--- config.mk ---
export PLATFORM = sky130hd
export DESIGN_NAME = mdio_mgmt_ctrl
export DESIGN_NICKNAME = d
export VERILOG_FILES = /design/src/rtl/mdio_mgmt_pkg.sv /design/src/rtl/mdio_mdc_gen.sv /design/src/rtl/mdio_frame_shifter.sv /design/src/rtl/mdio_mgmt_ctrl.sv
export SDC_FILE = /design/constraint.sdc
export NUM_CORES = 1
export LEC_CHECK = 0
export ABC_CLOCK_PERIOD_IN_PS = 1900
export CELL_PAD_IN_SITES_DETAIL_PLACEMENT = 1
export CELL_PAD_IN_SITES_GLOBAL_PLACEMENT = 1
export CORE_UTILIZATION = 35
export DETAILED_ROUTE_END_ITERATION = 10
export PLACE_DENSITY = 0.73
export REMOVE_ABC_BUFFERS = 1
export SLEW_MARGIN = 20
export SYNTH_ARGS = -nofsm -noshare
export SYNTH_HDL_FRONTEND = slang
export SYNTH_SLANG_ARGS = --single-unit
export TNS_END_PERCENT = 10
--- constraint.sdc ---
create_clock -name clk -period 1.9 [get_ports clk]
set_input_delay 0.38 -clock clk [delete_from_list [all_inputs] [get_ports clk]]
set_output_delay 0.38 -clock clk [all_outputs]
set_load 0.1 [all_outputs]
--- src/rtl/mdio_mgmt_pkg.sv ---
// Package: shared field positions, opcodes and the legality check for the
// management command word. Assumes a clause-22 style 64-bit frame.
package mdio_mgmt_pkg;

    localparam int WORD_W     = 32;
    localparam int DATA_W     = 16;
    localparam int FRAME_BITS = 64;

    localparam int START_HI = 31;
    localparam int OP_HI    = 29;

    localparam logic [1:0] START_CODE = 2'b01;

    typedef enum logic [1:0] {
        OP_WRITE = 2'b01,
        OP_READ  = 2'b10
    } mdio_op_e;

    // True when the word carries a valid start code and opcode
    function automatic logic word_is_legal(input logic [WORD_W-1:0] w);
        logic [1:0] op;
        op = w[OP_HI -: 2];
        return (w[START_HI -: 2] == START_CODE) &&
               ((op == OP_WRITE) || (op == OP_READ));
    endfunction

endpackage

--- src/rtl/mdio_mdc_gen.sv ---
// Module: MDC generator. It divides clk by CLK_DIV while run is high, low
// half first, and flags the clock edges at which MDC will rise or fall.
// Assumes CLK_DIV is even and at least 4. When run is low, MDC is held low
// and the phase is reset.
module mdio_mdc_gen #(
    parameter int CLK_DIV = 32
) (
    input  logic clk,
    input  logic rst_n,
    input  logic run,
    output logic mdc,
    output logic rise_evt,
    output logic fall_evt
);
    localparam int HALF  = CLK_DIV / 2;
    localparam int CNT_W = $clog2(CLK_DIV);

    logic [CNT_W-1:0] cnt;

    assign rise_evt = run && (cnt == CNT_W'(HALF - 1));
    assign fall_evt = run && (cnt == CNT_W'(CLK_DIV - 1));

    // Phase counter and MDC level
    always_ff @(posedge clk) begin
        if (!rst_n || !run) begin
            cnt <= '0;
            mdc <= 1'b0;
        end else begin
            if (fall_evt) cnt <= '0;
            else          cnt <= cnt + 1'b1;
            if (rise_evt)      mdc <= 1'b1;
            else if (fall_evt) mdc <= 1'b0;
        end
    end
endmodule

--- src/rtl/mdio_frame_shifter.sv ---
// Module: frame sequencer. It walks the 64 bit periods of one frame, picks
// the MDIO level for each period, releases the line during the read
// turnaround and data phases, and collects the read data. Assumes rise_evt
// and fall_evt come from the MDC generator. An abort ends the frame at once.
module mdio_frame_shifter #(
    parameter int FRAME_BITS = 64,
    parameter int WORD_W     = 32,
    parameter int DATA_W     = 16
) (
    input  logic              clk,
    input  logic              rst_n,
    input  logic              start,
    input  logic              abort,
    input  logic [WORD_W-1:0] word_in,
    input  logic              rd_in,
    input  logic              rise_evt,
    input  logic              fall_evt,
    input  logic              mdio_i,
    output logic              busy,
    output logic              mdio_o,
    output logic              mdio_oe,
    output logic              rd_done,
    output logic [DATA_W-1:0] rd_data
);
    localparam int IDX_W    = $clog2(FRAME_BITS);
    localparam int WB_W     = $clog2(WORD_W);
    localparam int PRE_BITS = FRAME_BITS - WORD_W;
    localparam int TA_IDX   = FRAME_BITS - DATA_W - 2;
    localparam int DATA_IDX = FRAME_BITS - DATA_W;
    localparam int LAST     = FRAME_BITS - 1;

    logic [IDX_W-1:0]  idx;
    logic [IDX_W-1:0]  bitpos;
    logic [WORD_W-1:0] word_q;
    logic              rd_q;
    logic              last_fall;

    assign bitpos    = IDX_W'(LAST) - idx;
    assign last_fall = busy && fall_evt && (idx == IDX_W'(LAST));
    assign rd_done   = last_fall && rd_q && !abort;

    // MDIO level and enable for the current bit period
    always_comb begin
        mdio_oe = busy;
        if (!busy || idx < IDX_W'(PRE_BITS))
            mdio_o = 1'b1;
        else if (!rd_q && idx == IDX_W'(TA_IDX))
            mdio_o = 1'b1;
        else if (!rd_q && idx == IDX_W'(TA_IDX + 1))
            mdio_o = 1'b0;
        else
            mdio_o = word_q[bitpos[WB_W-1:0]];
        if (busy && rd_q && idx >= IDX_W'(TA_IDX)) begin
            mdio_oe = 1'b0;
            mdio_o  = 1'b1;
        end
    end

    // Frame start, period stepping, completion and abort
    always_ff @(posedge clk) begin
        if (!rst_n) begin
            busy   <= 1'b0;
            idx    <= '0;
            word_q <= '0;
            rd_q   <= 1'b0;
        end else if (abort) begin
            busy <= 1'b0;
        end else if (start) begin
            busy   <= 1'b1;
            idx    <= '0;
            word_q <= word_in;
            rd_q   <= rd_in;
        end else if (busy && fall_evt) begin
            if (last_fall) busy <= 1'b0;
            else           idx  <= idx + 1'b1;
        end
    end

    // Read data capture on MDC rising edges in the data phase
    always_ff @(posedge clk) begin
        if (!rst_n || start)
            rd_data <= '0;
        else if (busy && rise_evt && rd_q && idx >= IDX_W'(DATA_IDX))
            rd_data <= {rd_data[DATA_W-2:0], mdio_i};
    end
endmodule

--- src/rtl/mdio_mgmt_ctrl.sv ---
// Module: top of the MDIO management controller. It holds the command word,
// decides whether a host write is legal, starts a frame, and writes the read
// data back into the low half of the word. Assumes a synchronous active-low
// reset and a pad that resolves mdio_o/mdio_oe/mdio_i.
module mdio_mgmt_ctrl #(
    parameter int CLK_DIV = 32
) (
    input  logic        clk,
    input  logic        rst_n,
    input  logic        port_en,
    input  logic        wr_en,
    input  logic [31:0] wr_data,
    output logic [31:0] mgmt_word,
    output logic        idle,
    output logic        mdc,
    output logic        mdio_o,
    output logic        mdio_oe,
    input  logic        mdio_i
);
    import mdio_mgmt_pkg::*;

    logic              busy;
    logic              accept;
    logic              rd_req;
    logic              rise_evt;
    logic              fall_evt;
    logic              rd_done;
    logic [DATA_W-1:0] rd_data;

    assign idle   = !busy;
    assign rd_req = (wr_data[OP_HI -: 2] == OP_READ);
    assign accept = wr_en && port_en && !busy && word_is_legal(wr_data);

    mdio_mdc_gen #(.CLK_DIV(CLK_DIV)) mdc_i (
        .clk      (clk),
        .rst_n    (rst_n),
        .run      (busy && port_en),
        .mdc      (mdc),
        .rise_evt (rise_evt),
        .fall_evt (fall_evt)
    );

    mdio_frame_shifter #(
        .FRAME_BITS (FRAME_BITS),
        .WORD_W     (WORD_W),
        .DATA_W     (DATA_W)
    ) shf_i (
        .clk      (clk),
        .rst_n    (rst_n),
        .start    (accept),
        .abort    (!port_en),
        .word_in  (wr_data),
        .rd_in    (rd_req),
        .rise_evt (rise_evt),
        .fall_evt (fall_evt),
        .mdio_i   (mdio_i),
        .busy     (busy),
        .mdio_o   (mdio_o),
        .mdio_oe  (mdio_oe),
        .rd_done  (rd_done),
        .rd_data  (rd_data)
    );

    // Command word: load on an accepted write, take read data at completion
    always_ff @(posedge clk) begin
        if (!rst_n)
            mgmt_word <= '0;
        else if (accept)
            mgmt_word <= wr_data;
        else if (rd_done)
            mgmt_word[DATA_W-1:0] <= rd_data;
    end
endmodule

==> metrics.txt, run 1 <==
DP HPWL 6.912 mm; Core Area 0.01089 mm^2; Post-Route WL 10.38 mm; largest net degree at the start of global routing 40; clk buf depth 2; Seq/Total Area, Yosys 47.91%; Port Buf Inserts 72; Async S/R FF share, synth 0%; FF+latch count, synth 94; Sequential Power Share 50.3%; TritonCTS buffer count 9; Post-Syn Area 0.003928 mm^2; crit end category output port; Die H 107.9 um; power per cell area 733.4 mW/mm^2; Vias 3,325; P_sw 0.0009210 W; root buf cell clkbuf_8; layout cell share with drive strength beyond 1 21.35%; Routed Antenna Nets 0; final setup vio count 2; TritonCTS Sinks 94; htree depth 3; CP startpoint kind flip-flop; first-pass GRT wire length 17.06 mm; Unique masters post-synth 38; status complete, but fails checks; Arr. time, crit path 2.10 ns; initial antenna violation count 0; WL/cell 15.73 um; number of synthesized flops with an enable pin 0; Max VDD drop 0.3287 mV; Layout Utilization 49.80%; Hold Crit Class reg -> reg; WP data required 1.52 ns; Final period util 130.3%; Worst Clk Skew 0.01053 ns; Syn Area/Cell 9.008 um^2; antenna diode count 0; Pint 0.003056 W; clock share of power 40.8%; logic gate share of total power 8.9%; DRT Pass-1 Iters 5; Hold Fails Final Rpt 0; worst setup margin -0.5765 ns; gr ovfl total 0; min Tclk post-route 2.476 ns; # IOs 73; slew margin rel. 69.01%; Finished Cell Area 0.005423 mm^2; Reg clk slew, reported paths 0.10 ns; max cap viols 0; Max Freq 403.8 MHz; TNS Setup -0.6616 ns; Final Max Slew Viols 0; yosys synthesis warning count 0; Net Sw Frac 23.16%; crit path kind reg -> out; Worst-Skew Late Latency 0.36 ns; Design Power 0.003977 W; DRT iter0 DRCs 140; Die Wd 107.9 um; Leak Pwr 2.065 nW; Slew @ Worst Pin 0.4649 ns; All-Layer GR Usage 18.89%; DP Area 0.005017 mm^2; CTS tree yes; Nets 557; DRC violations left 0; initial core utilization 36.07%; failing checks setup timing; RSZ-0062 raised after global routing true; die area 0.01165 mm^2; critical path peak fanout 4; number of vias per cell 5.038; cells after synthesis 436; global placement routability congestion 0.7268; Row Count 38; # fillers 1,248; vias in the first global route 3,523; area growth from synthesis to layout 38.07%; # Post-CTS Setup Buffers 0; Synth Flop Type dfxtp_1
-- power by group through the flow --
| stage | sequential (W) | combinational [W] | clock [W] |
|---|---|---|---|
| floorplan | 0.00214 | 0.0000690 | 0 |
| global placement | 0.00205 | 0.000332 | 0 |
| detailed placement | 0.00205 | 0.000338 | 0 |
| CTS | 0.00200 | 0.000358 | 0.00166 |
| global route | 0.00201 | 0.000374 | 0.00175 |
| finish | 0.00200 | 0.000353 | 0.00162 |
-- per-stage QoR --
stage          worst slack [ns]  instances  hold slack, ns
6_report                -0.5765        660          0.4410
5_1_grt                 -0.6614        660          0.4684
4_1_cts                 -0.5970        660          0.4657
3_5_place_dp            -0.4548        641          0.4527
3_3_place_gp            -0.3797        641          0.4265
2_1_floorplan            -2.019        404          0.4176
-- synth_stat cells (3+ instances only) --
library cell	instances	area [um^2]
a21oi_1	35	175.2
buf_2	12	60.06
clkbuf_1	17	63.81
nor4b_1	3	26.28
inv_1	7	26.28
nand2_1	114	427.9
and3_1	5	31.28
dfxtp_1	94	1882
mux2i_1	19	190.2
mux4_2	7	157.7
xnor2_1	5	43.79
ha_1	5	62.56
nor2_1	9	33.78
o21ai_0	17	85.08
nand3_1	8	40.04
a21boi_0	47	352.8
a31oi_1	3	18.77
o21a_1	3	22.52
-- logic make-up (layout without fill, tap and decap cells) --
kind of cell	count (synthesis)	count (layout)	synth area share [%]
multiplexers	27	27	9.143
adder cells (fa/ha/maj)	5	5	1.593
XOR/XNOR	6	6	1.338
flip-flops	94	94	47.91
AO/OA/AOI/OAI	112	112	18.54
AND/OR/NAND/NOR	153	153	16.88
buffers and inverters	39	123	4.588
-- cell type report --
cell class | count | area, um^2 | area share (%)
tap | 140 | 175.2 | 3.230
timing repair buffer | 100 | 1157 | 21.34
clock inverter | 5 | 106.4 | 1.961
multi-input combinational | 303 | 1922 | 35.44
inverter | 7 | 26.28 | 0.4845
sequential | 94 | 1894 | 34.93
clock buffer | 11 | 141.4 | 2.607
-- path summary, 6_finish.rpt --
path	from	to	slack, ns	cells past startpoint
setup / recovery	shf_i.idx[1]	mdio_o	-0.58	6
setup reg to reg	shf_i.idx[0]	shf_i.idx[3]	0.04	7
hold reg to reg	mdc_i.cnt[0]	mdc_i.cnt[0]	0.44	1
hold / removal	mdc_i.cnt[0]	mdc_i.cnt[0]	0.44	1
-- sequential cells by signal (all words and copies together) (netlist names) --
| register | flops |
|---|---|
| mgmt_word | 32 |
| shf_i.word_q | 32 |
| shf_i.rd_q | 1 |
| mdc_i.mdc | 1 |
| shf_i.idx | 6 |
| shf_i.rd_data | 16 |
| shf_i.busy | 1 |
| mdc_i.cnt | 5 |
-- metal layers --
layer | track usage, % | vias to the layer above | wire [um]
met5 | 0 | - | 0
met4 | 7.045 | 0 | 133
met3 | 2.532 | 10 | 334
met2 | 34.52 | 65 | 5342
met1 | 22.40 | 1604 | 4574
li1 | - | 1646 | -
-- what timing repair did --
item / 4_1_cts / 5_1_grt
gates resized for setup: 18 / 11
setup endpoints to repair: 62 / 19
endpoints found under the hold margin: 0 / 0
gates cloned: 3 / 0
hold buffers: 0 / 0
pin swaps: 7 / 1
-- critical path, stage by stage (launching register included) --
cell      delay [ns]
dfxtp_4         0.39
mux4_2          0.51
mux2_4          0.29
nand2_2         0.06
o211ai_1        0.11
a21o_1          0.21
buf_12          0.17
-- cells in the final DEF (no fill, tap or decap), types with 3 or more instances in the layout --
cell type        count
inv_1                7
buf_4               40
nor2_1               9
clkbuf_8            10
o21a_1               3
a21boi_0            44
a21boi_1             3
a31oi_1              3
ha_1                 4
mux2i_1             19
clkdlybuf4s50_1     33
buf_12              20
nand3_1              7
dfxtp_1             90
and3_1               3
a21oi_1             34
mux4_2               7
bufinv_16            3
o21ai_0             16
nand2_1            111
xnor2_1              5
dfxtp_4              3
Power figures use the tool's default switching activity.
==> run 2: changes to the inputs <==
- SLEW_MARGIN: 20 -> default
==> results of run 2 <==
The final DEF is identical to that of run 1; final timing and power are the same.
